==> src/rtl/eers_pkg.sv <==
package eers_pkg;

    localparam logic [7:0] READ_CMD = 8'h03;
    localparam int HDR_BITS = 24;

    typedef enum logic [3:0] {
        ST_IDLE,
        ST_OPEN_A,
        ST_OPEN_B,
        ST_TX_SET,
        ST_TX_HIGH,
        ST_TX_LOW,
        ST_RX_HIGH,
        ST_RX_LOW,
        ST_CLOSE_A,
        ST_CLOSE_B
    } seq_state_e;

    typedef struct packed {
        logic acc_hi;
        logic acc_lo;
        logic sclk;
    } bus_lines_t;

    function automatic bus_lines_t lines_of(seq_state_e s);
        bus_lines_t l;
        l.sclk = (s == ST_TX_HIGH) || (s == ST_RX_HIGH);
        case (s)
            ST_IDLE:    begin l.acc_hi = 1'b0; l.acc_lo = 1'b1; end
            ST_OPEN_A:  begin l.acc_hi = 1'b1; l.acc_lo = 1'b1; end
            ST_CLOSE_A: begin l.acc_hi = 1'b1; l.acc_lo = 1'b1; end
            ST_CLOSE_B: begin l.acc_hi = 1'b0; l.acc_lo = 1'b1; end
            default:    begin l.acc_hi = 1'b1; l.acc_lo = 1'b0; end
        endcase
        return l;
    endfunction

endpackage

==> src/rtl/eers_phase_timer.sv <==
module eers_phase_timer #(
    parameter int PHASE_CLKS = 4
) (
    input  logic clk,
    input  logic rst,
    input  logic run,
    output logic last
);
    localparam int CW = $clog2(PHASE_CLKS + 1);
    localparam logic [CW-1:0] MAXV = CW'(PHASE_CLKS - 1);

    logic [CW-1:0] cnt;

    assign last = run && (cnt == MAXV);

    always_ff @(posedge clk) begin
        if (rst || !run || last) cnt <= '0;
        else                     cnt <= cnt + 1'b1;
    end

    p_cnt_range_r7: assert property (@(posedge clk) disable iff (rst)
        cnt <= MAXV);
endmodule

==> src/rtl/eers_shift.sv <==
module eers_shift #(
    parameter int W = 8
) (
    input  logic         clk,
    input  logic         rst,
    input  logic         load,
    input  logic [W-1:0] load_val,
    input  logic         shift,
    input  logic         shift_in,
    output logic [W-1:0] q
);
    always_ff @(posedge clk) begin
        if (rst)        q <= '0;
        else if (load)  q <= load_val;
        else if (shift) q <= {q[W-2:0], shift_in};
    end
endmodule

==> src/rtl/eeprom_read_seq.sv <==
module eeprom_read_seq
    import eers_pkg::*;
#(
    parameter int PHASE_CLKS = 4,
    parameter int COUNT_W    = 8
) (
    input  logic               clk,
    input  logic               rst,
    input  logic               start,
    input  logic [15:0]        rd_offset,
    input  logic [COUNT_W-1:0] rd_count,
    output logic               busy,
    output logic               done,
    output logic               byte_valid,
    output logic [7:0]         rx_byte,
    output logic               rom_acc_hi,
    output logic               rom_acc_lo,
    output logic               rom_clk,
    output logic               rom_dout,
    input  logic               rom_din
);
    localparam int HB_W = $clog2(HDR_BITS);
    localparam logic [HB_W-1:0] HB_LAST = HB_W'(HDR_BITS - 1);

    seq_state_e state;
    bus_lines_t lines;
    logic tick;
    logic accept;
    logic [HB_W-1:0] tx_bit;
    logic [2:0] rx_bit;
    logic [COUNT_W-1:0] left;
    logic [HDR_BITS-1:0] tx_q;
    logic [7:0] rx_q;
    logic tx_shift, rx_shift;

    assign accept = (state == ST_IDLE) && start;
    assign busy   = (state != ST_IDLE);
    assign lines  = lines_of(state);
    assign rom_acc_hi = lines.acc_hi;
    assign rom_acc_lo = lines.acc_lo;
    assign rom_clk    = lines.sclk;
    assign rom_dout   = tx_q[HDR_BITS-1];

    // The last header bit is not shifted away, so the data line holds still while reading.
    assign tx_shift = tick && (state == ST_TX_LOW) && (tx_bit != HB_LAST);
    assign rx_shift = tick && (state == ST_RX_HIGH);

    eers_phase_timer #(.PHASE_CLKS(PHASE_CLKS)) i_timer (
        .clk(clk), .rst(rst), .run(busy), .last(tick)
    );

    eers_shift #(.W(HDR_BITS)) i_tx (
        .clk(clk), .rst(rst), .load(accept),
        .load_val({READ_CMD, rd_offset}),
        .shift(tx_shift), .shift_in(1'b0), .q(tx_q)
    );

    eers_shift #(.W(8)) i_rx (
        .clk(clk), .rst(rst), .load(1'b0), .load_val(8'h00),
        .shift(rx_shift), .shift_in(rom_din), .q(rx_q)
    );

    always_ff @(posedge clk) begin
        if (rst) begin
            state      <= ST_IDLE;
            tx_bit     <= '0;
            rx_bit     <= '0;
            left       <= '0;
            done       <= 1'b0;
            byte_valid <= 1'b0;
            rx_byte    <= 8'h00;
        end else begin
            done       <= 1'b0;
            byte_valid <= 1'b0;
            if (accept) begin
                state  <= ST_OPEN_A;
                left   <= rd_count;
                tx_bit <= '0;
            end else if (tick) begin
                case (state)
                    ST_OPEN_A:  state <= ST_OPEN_B;
                    ST_OPEN_B:  state <= ST_TX_SET;
                    ST_TX_SET:  state <= ST_TX_HIGH;
                    ST_TX_HIGH: state <= ST_TX_LOW;
                    ST_TX_LOW: begin
                        if (tx_bit == HB_LAST) begin
                            rx_bit <= '0;
                            state  <= (left == '0) ? ST_CLOSE_A : ST_RX_HIGH;
                        end else begin
                            tx_bit <= tx_bit + 1'b1;
                            state  <= ST_TX_SET;
                        end
                    end
                    ST_RX_HIGH: state <= ST_RX_LOW;
                    ST_RX_LOW: begin
                        rx_bit <= rx_bit + 1'b1;
                        if (rx_bit == 3'd7) begin
                            byte_valid <= 1'b1;
                            rx_byte    <= rx_q;
                            left       <= left - 1'b1;
                            state      <= (left == COUNT_W'(1)) ? ST_CLOSE_A : ST_RX_HIGH;
                        end else begin
                            state <= ST_RX_HIGH;
                        end
                    end
                    ST_CLOSE_A: state <= ST_CLOSE_B;
                    ST_CLOSE_B: begin
                        state <= ST_IDLE;
                        done  <= 1'b1;
                    end
                    default: state <= ST_IDLE;
                endcase
            end
        end
    end

    p_sclk_gated_r11: assert property (@(posedge clk) disable iff (rst)
        rom_clk |-> (rom_acc_hi && !rom_acc_lo));
    p_dout_hold_r5: assert property (@(posedge clk) disable iff (rst)
        rom_clk |-> $stable(rom_dout));
    p_open_order_r2: assert property (@(posedge clk) disable iff (rst)
        $fell(rom_acc_lo) |-> (rom_acc_hi && $past(rom_acc_hi)));
    p_close_order_r3: assert property (@(posedge clk) disable iff (rst)
        $fell(rom_acc_hi) |-> (rom_acc_lo && $past(rom_acc_lo)));
    p_done_single_r10: assert property (@(posedge clk) disable iff (rst)
        done |=> !done);
    p_done_idle_r10: assert property (@(posedge clk) disable iff (rst)
        done |-> (!busy && !rom_acc_hi));
    p_valid_busy_r6: assert property (@(posedge clk) disable iff (rst)
        byte_valid |-> busy);
    p_start_ignored_r9: assert property (@(posedge clk) disable iff (rst)
        (busy && start && !done) |=> busy);
endmodule

==> config.mk <==
export PLATFORM = sky130hd
export DESIGN_NAME = eeprom_read_seq
export DESIGN_NICKNAME = d
export VERILOG_FILES = /design/src/rtl/eers_pkg.sv /design/src/rtl/eers_phase_timer.sv /design/src/rtl/eers_shift.sv /design/src/rtl/eeprom_read_seq.sv
export SDC_FILE = /design/constraint.sdc
export NUM_CORES = 1
export LEC_CHECK = 0
export CAP_MARGIN = 20
export CORE_AREA = 2 2 78 80
export CTS_CLUSTER_SIZE = 28
export DETAILED_ROUTE_END_ITERATION = 8
export DIE_AREA = 0 0 80 82
export PLACE_DENSITY_LB_ADDON = 0.05
export SLEW_MARGIN = 20
export SYNTH_ARGS = -nofsm -noshare
export SYNTH_HDL_FRONTEND = slang
export SYNTH_SLANG_ARGS = --single-unit
==> constraint.sdc <==
create_clock -name clk -period 4.4 [get_ports clk]
set_clock_uncertainty 0.05 [all_clocks]
set_input_delay 0.88 -clock clk [delete_from_list [all_inputs] [get_ports clk]]
set_output_delay 0.88 -clock clk [all_outputs]
set_load 0.01 [all_outputs]
### Yosys cells after proc, flatten, opt, wreduce, memory -nomap -nowiden

Cells that the tools add are included.

| storage, ports and cells | value |
|---|---|
| register bits after elaboration | 65 |
| input bits | 28 |
| word-level logic and storage cells | 79 |

| cells by class | value |
|---|---|
| add/sub/neg operators | 4 |
| equality and inequality tests | 15 |
| muxes and demuxes | 18 |
| bitwise operators | 4 |
| reductions and logical operators | 26 |

Operators with widths:

| cell | count |
|---|---|
| two-way mux 18 bit | 2 |
| two-way mux 8 bit | 4 |
| one-hot mux 4 bit (8 select lines) | 1 |
| == test 4 x 3 -> 1 bit (second input constant) | 4 |
| two-way mux 4 bit | 4 |
| nonzero test 2 bit | 5 |
| == test 4 x 2 -> 1 bit (second input constant) | 2 |
| == test 4 bit (second input constant) | 2 |
| == test 8 x 1 -> 1 bit (second input constant) | 1 |
| logical NOT 8 bit | 1 |
| AND reduction 4 bit | 2 |
| subtractor 8 x 1 -> 8 bit (second input constant) | 1 |
| adder 3 x 1 -> 3 bit (second input constant) | 2 |
| one-hot mux 3 bit (2 select lines) | 1 |
| AND reduction 3 bit | 2 |
| OR reduction 2 bit | 3 |
| adder 5 x 1 -> 5 bit (second input constant) | 1 |
| == test 5 bit (second input constant) | 1 |
| logical AND 1 bit | 5 |
| != test 5 bit (second input constant) | 1 |
| == test 4 x 1 -> 1 bit (second input constant) | 1 |
| logical NOT 4 bit | 1 |
| two-way mux 1 bit | 4 |
| NOT 1 bit | 4 |
| other kinds (10) | 12 |

### Logic depth before layout (Yosys ltp)

Gate-level depths: netlist of run 1.

| depth | value |
|---|---|
| depth in word-level cells | 6 |
| mapped depth | 8 |
| gate-level depth less buffers | 6 |

### Cells and area by module

Synthesis of run 1 repeated with hierarchy kept, for this count alone.

| second synthesis, totals | value |
|---|---|
| cell total of the unflattened synthesis | 355 |
| area, all modules | 3400.8 um^2 |

Modules (own cells, without submodules):

| module | instances | cells an instance | area an instance (um^2) | seq. area each (um^2) |
|---|---|---|---|---|
| eeprom_read_seq | 1 | 204 | 1671.6 | 600.6 |
| eers_shift (i_tx) | 1 | 106 | 1233.7 | 480.5 |
| eers_shift (i_rx) | 1 | 35 | 369.1 | 160.2 |
| eers_phase_timer | 1 | 10 | 126.4 | 60.1 |

### Worst setup path after synthesis of run 1

No wires, ideal clock.

| timing | value |
|---|---|
| kind | register to output |
| start | register state[3] |
| end | output rom_acc_hi |
| data arrival time | 1.053 ns |
| slack | 2.417 ns |
| stages on the path, launching flop included | 4 |
| cells stage by stage | dfxtp_1 clkbuf_1 nor2_1 o21ai_0 |

| between the ends | value |
|---|---|
| word-level cells in the longest chain between the ends | 3 |

Ends and longest elaborated chain:

| element | line | RTL |
|---|---|---|
| from (decl) | eeprom_read_seq.sv:25 | `seq_state_e state;` |
| from (signal assigned) | eeprom_read_seq.sv:88 | `state <= (left == '0) ? ST_CLOSE_A : ST_RX_HIGH;` |
| from (signal assigned) | eeprom_read_seq.sv:101 | `state <= (left == COUNT_W'(1)) ? ST_CLOSE_A : ST_RX_HIGH;` |
| == test 4 bit (tied with other cells) | eers_pkg.sv:28 | `case (s)` |
| OR reduction 2 bit (no line) | n/a |  |
| one-hot mux 2 bit (2 select lines) (*) | eers_pkg.sv:28 |  |
| to (decl) | eeprom_read_seq.sv:16 | `output logic rom_acc_hi,` |

Every way passes the cells marked *; elsewhere a longest branch is shown, timed or not.

### Final worst setup path of run 1

| timing | value |
|---|---|
| start | register state[2] |
| end | output rom_clk |

| between the ends | value |
|---|---|
| word-level cells in the longest chain between the ends | 2 |

Ends and longest elaborated chain:

| element | line | RTL |
|---|---|---|
| == test 4 x 3 -> 1 bit | eers_pkg.sv:27 | `l.sclk = (s == ST_TX_HIGH) \|\| (s == ST_RX_HIGH);` |
| logical OR 1 bit (*) | eers_pkg.sv:27 |  |
| to (decl) | eeprom_read_seq.sv:18 | `output logic rom_clk,` |

Marked as above.

==> impl_metrics.ini, run 1 <==
[outcome]
status = complete, no violations

[power]
p_seq_share_pct = 50.4
intPower_mw = 0.962
fin_total_pwr_mw = 1.24
p_leak_nw = 1.34
p_per_area_nw_per_um2 = 342
clkPwrFrac_pct = 41.6
swShare_pct = 22.6
ir_drop_v = 0.000264
combPwrFrac_pct = 8.0
p_switching_mw = 0.281

[logic_synthesis]
synth_compound_area_share_pct = 14.0
synthXorXnorAreaFrac_pct = 3.17
synth_area_sq_um = 3040
synth_ff_type = dfxtp_1
synth_nets = 383
synthAdderAreaFrac_pct = 3.29
yosys.area_share.simple_pct = 26.5
synth_top_family_by_area = simple AND/OR/NAND/NOR gates
ys_warn_count = 0
postSynthCellCount = 347
seq_area_frac_synth_pct = 42.8
ys_seq_elements = 65
synth_cell_types = 53
syn_area_per_cell_sq_um = 8.76
synth-async-reset-ratio_pct = 0
synth.mux.area_fraction_pct = 5.27
synth_edf_count = 0

[detailed_routing]
wire_per_inst_um = 13.6
drtPass1Iterations = 4
drcViolationCount = 0
vias_per_cell = 5.49
drt-total-wl_um = 6170
wl_met2_um = 2760
top_layer_used = met4
vias = 2491
met3_wirelength_um = 228
drt-met1-wl_um = 3050
drtIter0Drc = 154
final_antenna_net_count = 0

[setup_path]
crit_required_ns = 3.47
start_kind = flop
cp_max_fo = 15
arrival_ns = 2.01
worstSetupPathType = reg2out
endpoint_kind = output port

[global_routing]
antenna_found_initial = 0
grt-ovfl-total = 0
grt_max_degree = 53
grt_pass1_wl_um = 10200
grt_pass1_vias = 2281
grt_usage_pct = 19.8

[sta]
period_share_pct = 66.8
fmaxAchievable_mhz = 340
final_max_slew_viol_count = 0
hold_ws_ns = 0.372
final_hold_viol_count = 0
setup_violations = 0
timing.setup.tns_ns = 0
period_minus_slack_ns = 2.94
grt_setup_unrepaired = no
tightest_slew_ns = 0.975
max_slew_margin_pct = 35.0

[placed_design]
dpl.hpwl_um = 3940
port_buffers = 42
dpl_cell_area_sq_um = 3430
place_congestion = 0.801

[clocking]
clock_path_buffers = 2
tritoncts = built
postCtsSetupRepairBufs = 0
cts_resized = 0
clock_latency_ns = 0.34
cts_sinks = 65
cts_hold_buf = 0
ctsRootBufferMaster = clkbuf_8
numCtsBuffers = 9
htreeDepth = 3
clkSlewWorstSetupHoldPaths_ns = 0.07

[floorplanning]
rows = 28
core-area_sq_um = 5750
fp.dieW_um = 80
start_util_pct = 52.9
dieArea_sq_um = 6560
io_pins = 43
die_height_um = 82

[worst_hold_path]
hold_class = reg2reg

[cells_and_area]
antenna_cells = 0
drive_gt1_share_pct = 7.65
fin_area_sq_um = 3640
final_nets = 412
utilization_pct = 63.3
area_growth_pct = 19.6

[job]
maxCapViolations = 0
[cells in the mapped netlist (2+ instances only)]
cell type | instances | area, sq um
dfxtp_1 | 65 | 1300
nand2_1 | 56 | 210
nor2_1 | 53 | 199
a311oi_1 | 16 | 140
mux2i_1 | 16 | 160
a21oi_1 | 13 | 65.1
clkbuf_1 | 13 | 48.8
ha_1 | 8 | 100
xnor2_1 | 8 | 70.1
a211oi_1 | 7 | 52.6
inv_1 | 7 | 26.3
nand3_1 | 7 | 35.0
buf_2 | 6 | 30.0
o21ai_0 | 6 | 30.0
nand4_1 | 5 | 31.3
nor3_1 | 5 | 25.0
buf_4 | 4 | 30.0
a22oi_1 | 3 | 22.5
a31oi_1 | 3 | 18.8
and3_1 | 3 | 18.8
nor4_4 | 3 | 63.8
xor2_1 | 3 | 26.3
and2_1 | 2 | 12.5
and4b_1 | 2 | 20.0
nand4b_1 | 2 | 17.5
nand4bb_1 | 2 | 22.5
nor3_2 | 2 | 20.0
o211ai_1 | 2 | 15.0
[cells by family (layout without fill, tap and decap cells)]
family                     Yosys count  count (layout)
buffers and inverters               32              64
xor gates and xnor gates            11              11
AOI/OAI and AO/OA                   59              59
and+or+nand+nor                    156             156
adders and majority gates            8               8
DFF                                 65              65
muxes                               16              16
[worst max-delay path, stage by stage, from the launching register on]
cell	delay (ns)
dfxtp_1	0.66
and2b_1	0.30
nor2b_1	0.16
clkdlybuf4s50_1	0.55
[worst paths after layout]
check,startpoint,end,slack (ns),cells after the start
worst max-delay path,state[2],rom_clk,1.46,3
worst max register to register,state[0],i_tx.q[12],1.92,4
worst min register to register,i_timer.cnt[0],i_timer.cnt[0],0.37,1
worst min-delay path,i_timer.cnt[0],i_timer.cnt[0],0.37,1
[layout make-up]
class | count | area (sq um)
well taps | 75 | 93.8
repair buffers | 43 | 423
inverters | 7 | 26.3
fillers | 497 | 2110
clock buffers | 12 | 165
multi-input cells | 250 | 1590
flip-flops and latches | 65 | 1300
clock inverters | 2 | 37.5
[state kept, by name, indices dropped and copies added (netlist names)]
| name | flops |
|---|---|
| rx_byte | 8 |
| byte_valid | 1 |
| left | 8 |
| tx_bit | 5 |
| rx_bit | 3 |
| i_tx.q | 24 |
| done | 1 |
| i_timer.cnt | 3 |
| i_rx.q | 8 |
| state | 4 |
[power by group through the flow]
stage          Combinational [mW]  Sequential (mW)  Clock [mW]
4_1_cts                     0.101            0.626       0.527
5_1_grt                     0.112            0.629       0.548
3_5_place_dp               0.0999            0.640           0
2_1_floorplan              0.0637            0.635           0
3_3_place_gp               0.0973            0.639           0
6_report                   0.0995            0.627       0.517
[routing by layer]
| metal | up-vias | track usage, % |
|---|---|---|
| li1 | 1281 | - |
| met1 | 1146 | 25.0 |
| met2 | 52 | 32.1 |
| met3 | 12 | 4.73 |
| met4 | 0 | 9.15 |
| met5 | - | 0 |
[stage by stage]
step           cells  worst slack (ns)
2_1_floorplan    347              2.42
3_3_place_gp     440              1.86
3_5_place_dp     440              1.85
4_1_cts          454              1.47
5_1_grt          454              1.37
6_report         454              1.46
[cells in the final DEF (no fill, tap or decap), types with 5 or more instances in the layout]
cell type,count
xnor2_1,8
o21ai_0,6
inv_1,7
nand4_1,5
nand2_1,56
a211oi_1,7
clkbuf_8,12
a311oi_1,16
nor2_1,53
ha_1,8
a21oi_1,13
clkdlybuf4s50_1,41
mux2i_1,16
dfxtp_1,65
nor3_1,5
nand3_1,7
(Power assumes the default switching activity.)
==> run 2: changes to the inputs <==
--- a/config.mk
+++ b/config.mk
@@ -6,10 +6,10 @@
 export NUM_CORES = 1
 export LEC_CHECK = 0
 export CAP_MARGIN = 20
-export CORE_AREA = 2 2 78 80
+export CORE_AREA = 2 2 82 84
 export CTS_CLUSTER_SIZE = 28
 export DETAILED_ROUTE_END_ITERATION = 8
-export DIE_AREA = 0 0 80 82
+export DIE_AREA = 0 0 84 86
 export PLACE_DENSITY_LB_ADDON = 0.05
 export SLEW_MARGIN = 20
 export SYNTH_ARGS = -nofsm -noshare
==> constraint.sdc (replaced) <==
create_clock -name clk -period 2.6 [get_ports clk]
set_clock_uncertainty 0.05 [all_clocks]
set_input_delay 0.52 -clock clk [delete_from_list [all_inputs] [get_ports clk]]
set_output_delay 0.52 -clock clk [all_outputs]
set_load 0.01 [all_outputs]
==> run 2 against run 1 <==
  * Combinational power is 78% higher
  * Clock power is 40% higher
  * Cell area is 1.8% higher
  * Sequential share of layout area is 0.57 points lower
  * Register-to-register slack worse by 1.4 ns
  * Utilization is 4.3 points lower
  * Sequential power is 69% higher
  * Sequential cell count stayed put
  * Total power is 58% higher
  * Count of clock-buffer cells in the layout is 1 lower
  * Global-route usage is 1.8 points lower
==> impl_metrics.ini, run 2 (synthesized netlist as in run 1, its figures left out) <==
[detailed_routing]
vias_per_cell = 5.35
drt-total-wl_um = 6150
vias = 2502
wire_per_inst_um = 13.1
drtPass1Iterations = 4
drcViolationCount = 0
drtIter0Drc = 121
final_antenna_net_count = 0

[worst_hold_path]
hold_class = reg2reg

[clocking]
clock_latency_ns = 0.34
tritoncts = built
htreeDepth = 3
numCtsBuffers = 9
ctsRootBufferMaster = clkbuf_8
cts_sinks = 65
clkSlewWorstSetupHoldPaths_ns = 0.07
clock_path_buffers = 2

[floorplanning]
dieArea_sq_um = 7220
io_pins = 43
start_util_pct = 48.4
core-area_sq_um = 6280
fp.dieW_um = 84
die_height_um = 86
rows = 29

[setup_path]
critPathMaxStageDelay_ns = 0.55
crit_required_ns = 2.03
critPathBufInv = 1
crit_chain = and2b_1, nor2b_1, clkdlybuf4s50_1
slowest_stage = clkdlybuf4s50_1
crit_family = buffers and inverters
arrival_ns = 1.79
worstSetupPathType = reg2out
start_kind = flop
cp_max_fo = 8
endpoint_kind = output port

[power]
ir_drop_v = 0.000327
p_leak_nw = 1.38
fin_total_pwr_mw = 1.96
p_per_area_nw_per_um2 = 529

[placed_design]
dpl_cell_area_sq_um = 3540
dpl.hpwl_um = 4170
dp_slack_ns = 0.477
port_buffers = 42
dp.cells = 452
place_congestion = 0.832

[cells_and_area]
fin_area_sq_um = 3700
top_register = i_tx.q
fill_cells = 574
area_growth_pct = 21.8
final_nets = 422
largest_register_ffs = 24
seq_area_sq_um = 1300
drive_gt1_share_pct = 10.5
antenna_cells = 0
utilization_pct = 59.0
instances_no_fill = 468
multiInputGateArea_sq_um = 1590
final_common_cell = dfxtp_1
layout_common_cells = dfxtp_1 (63), nand2_1 (56), nor2_1 (53), clkdlybuf4s50_1 (41)

[global_routing]
grt_pass1_vias = 2317
grt_max_degree = 47
grt_pass1_wl_um = 10500
grt-ovfl-total = 0
grt_usage_pct = 18.0
antenna_found_initial = 0

[sta]
final_max_slew_viol_count = 0
period_minus_slack_ns = 2.36
timing.setup.tns_ns = 0
setup_violations = 0
period_share_pct = 90.8
final_hold_viol_count = 0
layout_setup_ws_ns = 0.240
tightest_slew_ns = 0.511
fmaxAchievable_mhz = 424
grt_setup_unrepaired = no
hold_ws_ns = 0.369
max_slew_margin_pct = 65.5

[job]
maxCapViolations = 0

[outcome]
status = complete, no violations
## run 2: report_power, final
group	switching [mW]	internal, mW	total, mW
Combinational	0.0859	0.0916	0.177
Sequential	0.0264	1.03	1.06
Clock	0.381	0.342	0.724
Total	0.494	1.47	1.96
## run 2: layout make-up
class,instances,share of cell area (%)
clock buffers,11,3.55
clock inverters,5,0.879
well taps,77,2.60
inverters,7,0.710
multi-input cells,250,42.9
repair buffers,53,14.1
flip-flops and latches,65,35.2
## run 2: timing repair
| item | CTS | global route |
|---|---|---|
| setup buffers | 0 | 0 |
| hold buffers | 0 | 0 |
| endpoints found under the setup margin | 0 | 2 |
| gates resized for setup | 0 | 2 |
## run 2: final timing paths
| path | startpoint | to | slack [ns] | cells after the start |
|---|---|---|---|---|
| worst min-delay path | i_timer.cnt[0] | i_timer.cnt[0] | 0.37 | 1 |
| worst min register to register | i_timer.cnt[0] | i_timer.cnt[0] | 0.37 | 1 |
| worst max-delay path | state[2] | rom_clk | 0.24 | 3 |
| worst max register to register | i_timer.cnt[0] | i_tx.q[8] | 0.57 | 6 |
## run 2: metal layers
layer | part of all wire (%) | GRT usage [%] | routed length [um] | vias up
li1 | - | - | - | 1303
met1 | 50 | 23.5 | 3050 | 1154
met2 | 45 | 28.4 | 2770 | 37
met3 | 4.3 | 5.87 | 264 | 8
met4 | 1.2 | 5.72 | 73 | 0
met5 | 0 | 0 | 0 | -
## run 2: worst reg2reg max path, stage by stage, from the launching register on
cell and delay (ns):
dfxtp_1 0.33, ha_1 0.15, ha_1 0.39, and3_1 0.47
buf_12 0.20, nand2_1 0.06, a311oi_1 0.28
